## src/rtl/lock_pkg.sv

```systemverilog
// Package: shared types for the keypad lock.
// Assumes: the state codes below are fixed; the display count depends on them.
package lock_pkg;
    typedef enum logic [2:0] {
        ST_IDLE = 3'b000,
        ST_OK1  = 3'b001,
        ST_OK2  = 3'b010,
        ST_OPEN = 3'b011,
        ST_BAD1 = 3'b100,
        ST_BAD2 = 3'b101
    } lock_state_t;

    typedef enum logic [1:0] {
        KEY_NONE  = 2'd0,
        KEY_A     = 2'd1,
        KEY_B     = 2'd2,
        KEY_OTHER = 2'd3
    } key_class_t;

    localparam logic [2:0] CODE_A = 3'b110;
    localparam logic [2:0] CODE_B = 3'b101;
endpackage

```

## src/rtl/lock_key_decode.sv

```systemverilog
// Module: sorts a raw key code into no key, A, B or another (wrong) key.
// Assumes: bit 2 of the code is the key strobe and each press lasts one cycle.
module lock_key_decode
    import lock_pkg::*;
(
    input  logic [2:0] code,
    output key_class_t kclass
);
    // Sort the code by its strobe and its exact value.
    always_comb begin
        if (!code[2])             kclass = KEY_NONE;
        else if (code == CODE_A)  kclass = KEY_A;
        else if (code == CODE_B)  kclass = KEY_B;
        else                      kclass = KEY_OTHER;
    end
endmodule

```

## src/rtl/lock_next_state.sv

```systemverilog
// Module: next-state function of the password machine.
// Assumes: wrong keys still count towards three; the unlock state always leaves.
module lock_next_state
    import lock_pkg::*;
(
    input  lock_state_t cur,
    input  key_class_t  kclass,
    output lock_state_t nxt
);
    logic pressed;
    assign pressed = (kclass != KEY_NONE);

    // Choose the successor state from the current state and the key class.
    always_comb begin
        nxt = cur;
        case (cur)
            ST_IDLE: if (pressed) nxt = (kclass == KEY_B) ? ST_OK1 : ST_BAD1;
            ST_OK1:  if (pressed) nxt = (kclass == KEY_A) ? ST_OK2 : ST_BAD2;
            ST_OK2:  if (pressed) nxt = (kclass == KEY_B) ? ST_OPEN : ST_IDLE;
            ST_OPEN: nxt = ST_IDLE;
            ST_BAD1: if (pressed) nxt = ST_BAD2;
            ST_BAD2: if (pressed) nxt = ST_IDLE;
            default: nxt = ST_IDLE;
        endcase
    end
endmodule

```

## src/rtl/lock_out_decode.sv

```systemverilog
// Module: Moore output decode, giving the key count and the unlock pulse.
// Assumes: the outputs depend on the state alone; unused codes show an idle display.
module lock_out_decode
    import lock_pkg::*;
#(
    parameter int DISP_W = 4
) (
    input  lock_state_t       cur,
    output logic [DISP_W-1:0] count,
    output logic              open
);
    localparam int CNT_W = 2;

    logic [CNT_W-1:0] small_cnt;

    // Map each state to the number of keys entered so far.
    always_comb begin
        case (cur)
            ST_OK1, ST_BAD1: small_cnt = 2'd1;
            ST_OK2, ST_BAD2: small_cnt = 2'd2;
            ST_OPEN:         small_cnt = 2'd3;
            default:         small_cnt = 2'd0;
        endcase
    end

    generate
        if (DISP_W > CNT_W) begin : g_pad
            assign count = {{(DISP_W-CNT_W){1'b0}}, small_cnt};
        end else begin : g_trim
            assign count = small_cnt[DISP_W-1:0];
        end
    endgenerate

    assign open = (cur == ST_OPEN);
endmodule

```

## src/rtl/keypad_lock.sv

```systemverilog
// Module: top of the three-key password lock (code B, A, B).
// Assumes: synchronous active-low reset; key events are synchronous single-cycle codes.
module keypad_lock
    import lock_pkg::*;
#(
    parameter int DISP_W = 4
) (
    input  logic              clk,
    input  logic              rst_n,
    input  logic [2:0]        key_code,
    output logic [DISP_W-1:0] digit_count,
    output logic              unlock
);
    lock_state_t state_q;
    lock_state_t state_d;
    key_class_t  kclass;

    lock_key_decode u_dec (
        .code   (key_code),
        .kclass (kclass)
    );

    lock_next_state u_ns (
        .cur    (state_q),
        .kclass (kclass),
        .nxt    (state_d)
    );

    // State register, with reset to idle.
    always_ff @(posedge clk) begin
        if (!rst_n) state_q <= ST_IDLE;
        else        state_q <= state_d;
    end

    lock_out_decode #(.DISP_W(DISP_W)) u_out (
        .cur   (state_q),
        .count (digit_count),
        .open  (unlock)
    );
endmodule

```

## config.mk

```make
export PLATFORM = sky130hd
export DESIGN_NAME = keypad_lock
export DESIGN_NICKNAME = d
export VERILOG_FILES = /design/src/rtl/lock_pkg.sv /design/src/rtl/lock_key_decode.sv /design/src/rtl/lock_next_state.sv /design/src/rtl/lock_out_decode.sv /design/src/rtl/keypad_lock.sv
export SDC_FILE = /design/constraint.sdc
export NUM_CORES = 1
export LEC_CHECK = 0
export ABC_AREA = 1
export ABC_CLOCK_PERIOD_IN_PS = 1070
export CAP_MARGIN = 20
export CORE_AREA = 2 2 39 41
export CTS_BUF_LIST = sky130_fd_sc_hd__clkbuf_4
export DETAILED_ROUTE_END_ITERATION = 8
export DIE_AREA = 0 0 41 43
export DONT_BUFFER_PORTS = 1
export HOLD_SLACK_MARGIN = 0.1
export PLACE_DENSITY_LB_ADDON = 0.08
export SYNTH_ARGS = -nofsm -noshare
export SYNTH_HDL_FRONTEND = slang
export SYNTH_HIERARCHICAL = 1
export SYNTH_SLANG_ARGS = --single-unit
```

## constraint.sdc

```tcl
create_clock -name clk -period 1.07 [get_ports clk]
set_input_delay 0.1605 -clock clk [delete_from_list [all_inputs] [get_ports clk]]
set_output_delay 0.1605 -clock clk [all_outputs]
set_load 0.02 [all_outputs]
```

==> impl_summary.log <==
[metrics] clock skew: 0.002524 ns
[metrics] power density cells: around 1700 nW/um2
[metrics] growth of design area from synthesis to finish: 67.73%
[metrics] Core Area: between 1000 and 1500 um2
[metrics] initial antenna violation count: 0
[metrics] number of global-route vias before repair: between 200 and 300
[metrics] Final Max Tran Viols: 0
[metrics] wire length per cell: 7.683 um
[metrics] Post-DRT Antenna Nets: 0
[metrics] gate count of the mapped netlist: 52
[metrics] count of input and output buffers: 0
[metrics] maximum fanout along the worst path: 6
[metrics] via total after detailed routing: 335
[metrics] initial core utilization: 19.89%
[metrics] leading registers by flop count: state_q (3)
[metrics] R2R Path Start: state_q[2]
[metrics] wire length of the first global-routing pass: between 900 and 1000 um
[metrics] share of post-route cells with drive strength above 1: 45.45%
[metrics] status: complete, but fails checks
[metrics] routability-driven placement congestion ratio: 0.7599
[metrics] most flop-heavy register: state_q
[metrics] minimum setup slack among reg-to-reg paths: -0.02 ns
[metrics] failing checks: setup timing
[metrics] Unique masters post-synth: 15
[metrics] post-route setup TNS: -0.1839 ns
[metrics] setup repair after global routing missed its margin: yes
[metrics] DRC Markers: 0
[metrics] number of clock sinks: 3
[metrics] GRT Overall Usage: about 8.4%
[metrics] Total Die Area: 1763 um2
[metrics] hold worst-path end: state_q[1]
[metrics] final setup slack of the worst path: -0.07178 ns
[metrics] H-tree depth: 1
[metrics] count of final hold-check violations: 0
[metrics] clock transition time at the flip-flop clock pins of the worst setup and hold paths: about 0.040 ns
[metrics] critical path start-end classification: flip-flop to output port
[metrics] leakage power: about 0.25 nW
[metrics] grt total ovfl: 0
[metrics] Filler cells: 159
[metrics] Pre-Repair DR Iteration Count: 3
[metrics] max reg flops: 3
[metrics] final WL: around 630 um
[metrics] summed instance area of the synthesized netlist: ~280 um2
[metrics] DIE HEIGHT: ~43 um
[metrics] data required time at the worst endpoint: between 0.9 and 1 ns
[metrics] Fmax: about 900 MHz
[metrics] final-report setup violation count: 5
[metrics] Clock Tree Root: sky130_fd_sc_hd__clkbuf_4
[metrics] maximum number of pins on one net before global-route repair: 9
[metrics] clock tree from TritonCTS: yes
[metrics] sequential-to-total area share from yosys stat: 21.82%
[metrics] Top-Level Pins: 10
[metrics] synthesis warning total: 6
[metrics] Worst setup SP type: flip-flop
[metrics] Max Cap Violations: 0
[metrics] worst r2r dst: state_q[2]
[metrics] antenna cells: 0
[metrics] number of stages on the worst hold path: 5
[metrics] CTS Buf Count: 3
[metrics] endpoint arrival time on the critical path: between 0.9 and 1 ns
[metrics] net count reported at finish: approximately 70
[metrics] Final period util: 106.7%
[metrics] worst vdd rail ir drop: between 0.7 and 0.8 mV
[metrics] classification of the worst-slack hold path: input pin to flip-flop
[metrics] Seq cells post-synth: 3
[metrics] crit end category: output port
[metrics] Hold Crit Start: key_code[0]
[metrics] final critical-path required period: roughly 1.1 ns
[metrics] Site Rows: 14
[metrics] worst-case clock buffer depth: 2
[metrics] worst reg2reg path depth: 9
[metrics] worst skew pair latency: approximately 0.23 ns
[metrics] worst hold slack: between 0.3 and 0.4 ns
[metrics] mean area per synthesized cell: around 5.3 um2
[metrics] Horiz. Die Dim: 41 um
[metrics] DPL Wire Length: 450.2 um
[metrics] post-detailed-route via-to-cell ratio: approximately 4.1
[metrics] number of DRC violations after detailed-routing iteration 0: 5
## cells in the final DEF (no fill, tap or decap), drive strengths merged, types with 2 or more instances in the layout
cell type	count
nor2	4
clkbuf	4
conb	2
buf	10
nand3	4
a21oi	3
o21ai	2
dfxtp	3
nand2	15
inv	14
## kinds of logic after synthesis
| group | synth area share [%] |
|---|---|
| AND/OR/NAND/NOR | 38.18 |
| buffers and inverters | 24.54 |
| AO/OA/AOI/OAI | 14.09 |
| flip-flops | 21.82 |
| other | 1.362 |
## final cells by class
| type | count | area, um2 | area share (%) |
|---|---|---|---|
| Inverter | 14 | 55.05 | 11.92 |
| Tap cell | 16 | 20.02 | 4.336 |
| Timing Repair Buffer | 11 | 92.59 | 20.05 |
| Sequential cell | 3 | 68.82 | 14.91 |
| Multi-Input combinational cell | 34 | 195.2 | 42.28 |
| Clock buffer | 4 | 30.03 | 6.504 |
## worst max-delay path, cell delays in order, from the launching register on
cell                      delay, ns
sky130_fd_sc_hd__dfxtp_2       0.32
sky130_fd_sc_hd__buf_6         0.12
sky130_fd_sc_hd__nand2_4       0.05
sky130_fd_sc_hd__a21oi_2       0.13
sky130_fd_sc_hd__buf_6         0.13
## what timing repair did
| action | CTS | global route |
|---|---|---|
| endpoints found under the hold margin | 3 | 0 |
| gates resized for setup | 8 | 14 |
| pin swaps | 1 | 8 |
| setup buffers | 1 | 3 |
| hold buffers | 1 | 0 |
| setup endpoints to repair | 3 | 6 |
## where the power goes
group          total [mW]  internal, mW  switching [mW]
registers           0.155         0.135          0.0194
clock network       0.221         0.165          0.0560
logic               0.409         0.192           0.217
total               0.785         0.492           0.292
## layer usage
| layer | vias to the layer above | track usage, % | share of wire [%] |
|---|---|---|---|
| met1 | 148 | 10.54 | 46 |
| li1 | 180 | - | - |
| met5 | - | 0 | 0 |
| met3 | 0 | 3.141 | 4.4 |
| met4 | 0 | 6.000 | 0 |
| met2 | 7 | 11.25 | 49 |
## per-stage QoR
stage          setup slack (ns)  total power, mW  instances  area, um2  util [%]
3_3_place_gp           -0.02959           0.4531         73      334.1     24.14
5_1_grt                 -0.1318           0.8569         82      461.7     33.36
2_1_floorplan         -0.001645           0.3466         53      284.0         -
3_5_place_dp           0.009971           0.4420         73      334.1     24.14
6_report               -0.07178           0.7846         82      461.7     33.36
4_1_cts                -0.09967           0.7107         79      399.1     28.84
## synth_stat cells, drive strengths merged
cell type | n | area share [%]
nor2 | 4 | 6.4
nand2 | 15 | 20
o21ai | 2 | 3.6
nand3 | 4 | 7.3
buf | 2 | 5.5
o211ai | 1 | 2.7
o22ai | 1 | 2.3
a21oi | 3 | 5.5
nand4 | 1 | 2.3
dfxtp | 3 | 22
inv | 14 | 19
nor3 | 1 | 1.8
conb | 1 | 1.4
## worst max path at each step
stage,startpoint,to,cells past startpoint
floorplan,state_q[2],digit_count[0],2
global placement,state_q[2],state_q[2],8
detailed placement,key_code[2],state_q[2],7
CTS,state_q[2],digit_count[0],5
global route,state_q[2],digit_count[0],4
finish,state_q[2],digit_count[0],4
Power figures use the tool's default switching activity.
